$ cat src/rtl/swap_chk_pkg.sv
package swap_chk_pkg;
  localparam int unsigned DATA_W      = 16;
  localparam int unsigned CORDIC_ITER = 12;
  localparam int unsigned GUARD_W     = 3;
  // 0.875 * CORDIC gain (12 iterations) in Q2.14
  localparam int unsigned REF_Q       = 23608;
  localparam int unsigned REF_FRAC    = 14;
  localparam int unsigned REF_W       = 16;
endpackage

$ cat src/rtl/swap_chk_abs.sv
module swap_chk_abs #(
  parameter int unsigned W = 16
) (
  input  logic signed [W-1:0] val_i,
  output logic        [W-1:0] mag_o
);
  // -2^(W-1) maps to 2^(W-1), still representable unsigned
  assign mag_o = val_i[W-1] ? (~val_i + 1'b1) : val_i;
endmodule

$ cat src/rtl/swap_chk_cordic_seg.sv
module swap_chk_cordic_seg #(
  parameter int unsigned IW    = 21,
  parameter int unsigned FIRST = 0,
  parameter int unsigned COUNT = 6
) (
  input  logic signed [IW-1:0] x_i,
  input  logic signed [IW-1:0] y_i,
  output logic signed [IW-1:0] x_o,
  output logic signed [IW-1:0] y_o
);
  logic signed [IW-1:0] xs [COUNT+1];
  logic signed [IW-1:0] ys [COUNT+1];

  assign xs[0] = x_i;
  assign ys[0] = y_i;

  for (genvar j = 0; j < COUNT; j++) begin : g_rot
    localparam int unsigned SH = FIRST + j;
    logic pos;
    assign pos       = ~ys[j][IW-1];
    assign xs[j+1]   = pos ? xs[j] + (ys[j] >>> SH) : xs[j] - (ys[j] >>> SH);
    assign ys[j+1]   = pos ? ys[j] - (xs[j] >>> SH) : ys[j] + (xs[j] >>> SH);
  end

  assign x_o = xs[COUNT];
  assign y_o = ys[COUNT];
endmodule

$ cat src/rtl/swap_chk_cmp.sv
module swap_chk_cmp #(
  parameter int unsigned W        = 16,
  parameter int unsigned IW       = 21,
  parameter int unsigned GW       = 3,
  parameter int unsigned REF_Q    = 23608,
  parameter int unsigned REF_FRAC = 14,
  parameter int unsigned REF_W    = 16
) (
  input  logic [IW-1:0] len_i,
  input  logic [W-1:0]  pabs_i,
  output logic          viol_o
);
  localparam int unsigned CW = IW + REF_FRAC;
  localparam int unsigned PW = W + REF_W;

  logic [PW-1:0] prod;
  logic [CW-1:0] lhs, rhs;

  // both sides carry GW guard bits and REF_FRAC fraction bits: no truncation
  assign prod   = PW'(pabs_i) * PW'(REF_Q);
  assign lhs    = {len_i, {REF_FRAC{1'b0}}};
  assign rhs    = CW'(prod) << GW;
  assign viol_o = lhs < rhs;
endmodule

$ cat src/rtl/swap_chk_unit.sv
module swap_chk_unit
  import swap_chk_pkg::*;
#(
  parameter int unsigned DW    = DATA_W,
  parameter int unsigned ITER  = CORDIC_ITER,
  parameter int unsigned GW    = GUARD_W,
  parameter int unsigned RQ    = REF_Q,
  parameter int unsigned RFRAC = REF_FRAC,
  parameter int unsigned RW    = REF_W
) (
  input  logic              clk_i,
  input  logic              rst_ni,
  input  logic              valid_i,
  input  logic [DW-1:0]     r_prev_diag_i,
  input  logic [DW-1:0]     r_off_i,
  input  logic [DW-1:0]     r_diag_i,
  output logic              valid_o,
  output logic              swap_o,
  output logic [DW:0]       mag_o
);
  localparam int unsigned IW    = DW + 2 + GW;
  localparam int unsigned MW    = DW + 1;
  localparam int unsigned N1    = ITER / 2;
  localparam int unsigned N2    = ITER - N1 - 1;
  localparam int unsigned LAST  = ITER - 1;

  // stage 1: magnitudes and first half of micro-rotations
  logic [DW-1:0] off_abs, diag_abs, prev_abs;

  swap_chk_abs #(.W(DW)) u_abs_off  (.val_i(r_off_i),       .mag_o(off_abs));
  swap_chk_abs #(.W(DW)) u_abs_diag (.val_i(r_diag_i),      .mag_o(diag_abs));
  swap_chk_abs #(.W(DW)) u_abs_prev (.val_i(r_prev_diag_i), .mag_o(prev_abs));

  logic signed [IW-1:0] x0, y0, x1, y1;
  assign x0 = {2'b00, off_abs,  {GW{1'b0}}};
  assign y0 = {2'b00, diag_abs, {GW{1'b0}}};

  swap_chk_cordic_seg #(.IW(IW), .FIRST(0), .COUNT(N1)) u_seg_a (
    .x_i(x0), .y_i(y0), .x_o(x1), .y_o(y1)
  );

  logic                 s1_vld;
  logic signed [IW-1:0] s1_x, s1_y;
  logic [DW-1:0]        s1_pabs;

  always_ff @(posedge clk_i or negedge rst_ni) begin
    if (!rst_ni) begin
      s1_vld  <= 1'b0;
      s1_x    <= '0;
      s1_y    <= '0;
      s1_pabs <= '0;
    end else begin
      s1_vld <= valid_i;
      if (valid_i) begin
        s1_x    <= x1;
        s1_y    <= y1;
        s1_pabs <= prev_abs;
      end
    end
  end

  // stage 2: remaining rotations, last one on x only, then compare
  logic signed [IW-1:0] x2, y2, x_fin;

  swap_chk_cordic_seg #(.IW(IW), .FIRST(N1), .COUNT(N2)) u_seg_b (
    .x_i(s1_x), .y_i(s1_y), .x_o(x2), .y_o(y2)
  );

  assign x_fin = y2[IW-1] ? x2 - (y2 >>> LAST) : x2 + (y2 >>> LAST);

  logic viol;
  swap_chk_cmp #(
    .W(DW), .IW(IW), .GW(GW), .REF_Q(RQ), .REF_FRAC(RFRAC), .REF_W(RW)
  ) u_cmp (
    .len_i(x_fin), .pabs_i(s1_pabs), .viol_o(viol)
  );

  always_ff @(posedge clk_i or negedge rst_ni) begin
    if (!rst_ni) begin
      valid_o <= 1'b0;
      swap_o  <= 1'b0;
      mag_o   <= '0;
    end else begin
      valid_o <= s1_vld;
      if (s1_vld) begin
        swap_o <= viol;
        mag_o  <= x_fin[GW +: MW];
      end
    end
  end
endmodule

$ cat config.mk
export PLATFORM = sky130hd
export DESIGN_NAME = swap_chk_unit
export DESIGN_NICKNAME = d
export VERILOG_FILES = /design/src/rtl/swap_chk_pkg.sv /design/src/rtl/swap_chk_abs.sv /design/src/rtl/swap_chk_cordic_seg.sv /design/src/rtl/swap_chk_cmp.sv /design/src/rtl/swap_chk_unit.sv
export SDC_FILE = /design/constraint.sdc
export NUM_CORES = 2
export LEC_CHECK = 0
export CORE_ASPECT_RATIO = 1.75
export CORE_MARGIN = 1.5
export CORE_UTILIZATION = 50
export CTS_BUF_LIST = sky130_fd_sc_hd__clkbuf_4
export DETAILED_ROUTE_END_ITERATION = 7
export PLACE_DENSITY = 0.63
export SLEW_MARGIN = 10
export SYNTH_ARGS = -nofsm -noshare
export SYNTH_HDL_FRONTEND = slang
export SYNTH_HIERARCHICAL = 1
export SYNTH_SLANG_ARGS = --single-unit
$ cat constraint.sdc
create_clock -name clk_i -period 22.7 [get_ports clk_i]
set_clock_uncertainty 0.15 [all_clocks]
set_input_delay 2.27 -clock clk_i [delete_from_list [all_inputs] [get_ports clk_i]]
set_output_delay 2.27 -clock clk_i [all_outputs]
set_load 0.1 [all_outputs]
==> results.tsv <==
metric	value	unit
area grow syn2layout	8.560	%
Least-Margin Pin Slew	1.116	ns
Final Max Slew Viols	0	
setup tns final	0	ns
HP Class	register to register	
share of layout cells above drive strength 1	0.07782	
Clock Sinks	78	
die width	211.5	um
DR WL met2	66790	um
CTS H-tree depth	3	
synth warn	6	
commonest non-fill, non-tap cell in the layout	ha_1	
# DRC	0	
Initial Utilization	0.5056	
Total GRT Usage	0.3009	
DRT Pass-1 Iters	6	
# setup viols final	0	
Storage cell area	1952	um2
most frequent cells in the layout	ha_1 (636), nor2_1 (489), xnor2_1 (469), inv_1 (444), a21oi_1 (393)	
FP Rows	133	
CTS buffer count	9	
hold_sp	mag_o[11]$_DFFE_PN0P_	
GR Overflow Total	0	
status	complete, no violations	
Critical Path Sink Type	register	
Hold Vio Cnt, Final	0	
via count	37663	
Root Driver	clkbuf_4	
Die Footprint	77790	um2
worst setup path start	r_off_i[1]	
highest metal layer with signal wires	met4	
WP data required	22.97	ns
CTS tree	yes	
non-filler cells, final	6322	
Syn Area/Cell	7.410	um2
Mapped Area	38030	um2
Critical-path top delay cell	or4_1	
clock slew at reported path FFs	0.15	ns
vias in the first global route	37649	
num ports	70	
DP Area	40870	um2
met1 WL	38660	um
Final nets	6079	
GPL Wtd Cong	0.9473	
CTS Buffer Depth	2	
DR iter-0 viols	1651	
maximum clock rate	46.49	MHz
CP Max Fanout	14	
clk_lat worst skew	0.52	ns
Setup crit start kind	input port	
via/cell ratio	5.957	
worst r2r src	s1_x[8]$_DFFE_PN0P_	
post-route ant nets	0	
Port Buf Inserts	69	
FILL cells	7577	
footprint of the multi-input gates	34230	um2
cell count after synthesis	5132	
Avg WL per Cell	18.89	um
first-pass GRT wire length	187400	um
Max-slew headroom	0.2535	
Inst Count DP	6293	
fin crit period	21.51	ns
CP Class	input port to register	
hold buffers post-CTS	0	
Final Cell Area	41290	um2
DPL Wire Length	103700	um
largest net degree at the start of global routing	63	
WL final	119400	um
Max Cap Viol	0	
part of the cycle the worst path needs	0.9476	
die height	367.8	um
crit path DAT	21.78	ns
metal3 WL	2825	um
initial antenna violation count	1	
CORE AREA	75220	um2
critical path's largest stage delay	0.59	ns
-- what timing repair did --
item,CTS,global route
resized for setup,0,43
setup endpoints to repair,0,23
setup buffers,0,10
hold endpoints to repair,0,0
-- critical path: cells and delay by family --
| kind | cells | cell delay, ns |
|---|---|---|
| adder cells (fa/ha/maj) | 7 | 2.29 |
| buffers and inverters | 7 | 1.37 |
| AO/OA/AOI/OAI | 52 | 9.72 |
| XOR/XNOR | 8 | 1.28 |
| multiplexers | 4 | 1.13 |
| AND/OR/NAND/NOR | 15 | 3.65 |
-- cell type report --
class	count	area share
Multi-Input combinational cell	4521	0.8291
Timing Repair Buffer	244	0.04885
Sequential cell	78	0.04728
Inverter	448	0.04073
Tap cell	1012	0.03067
Clock buffer	9	0.001637
Clock inverter	7	0.001546
Antenna cell	3	0.0001818
-- registers in the layout (all words and copies together), names as in the netlist --
name     flops
swap_o       1
valid_o      1
s1_pabs     16
mag_o       17
s1_y        21
s1_vld       1
s1_x        21
-- metrics by stage --
stage / utilization / worst slack, ns / hold slack [ns]
finish: 0.5489 / 1.190 / 0.3739
global route: 0.5489 / -0.1718 / 0.3982
CTS: 0.5451 / 0.4378 / 0.3802
detailed placement: 0.5434 / -0.02789 / 0.3472
global placement: 0.5434 / 0.08798 / 0.3452
floorplan: - / 0.4829 / 0.2793
-- worst paths after layout --
check	to	slack, ns	depth (start not counted)
setup / recovery	s1_y[19]$_DFFE_PN0P_	1.19	93
hold / removal	mag_o[11]$_DFFE_PN0P_	0.37	1
setup reg to reg	swap_o$_DFFE_PN0P_	1.47	90
hold reg to reg	mag_o[11]$_DFFE_PN0P_	0.37	1
max in group asynchronous	s1_x[18]$_DFFE_PN0P_	19.86	2
min in group asynchronous	s1_vld$_DFF_PN0_	1.48	1
-- per-layer routing --
| layer | vias to the layer above | track usage |
|---|---|---|
| li1 | 18637 | - |
| met1 | 17617 | 0.2502 |
| met2 | 912 | 0.6230 |
| met3 | 497 | 0.02192 |
| met4 | 0 | 0.2478 |
| met5 | - | 0 |
Power is left out: the tool's default activity adds up to more than one toggle a clock period on the data nets, which glitch-free logic cannot reach.
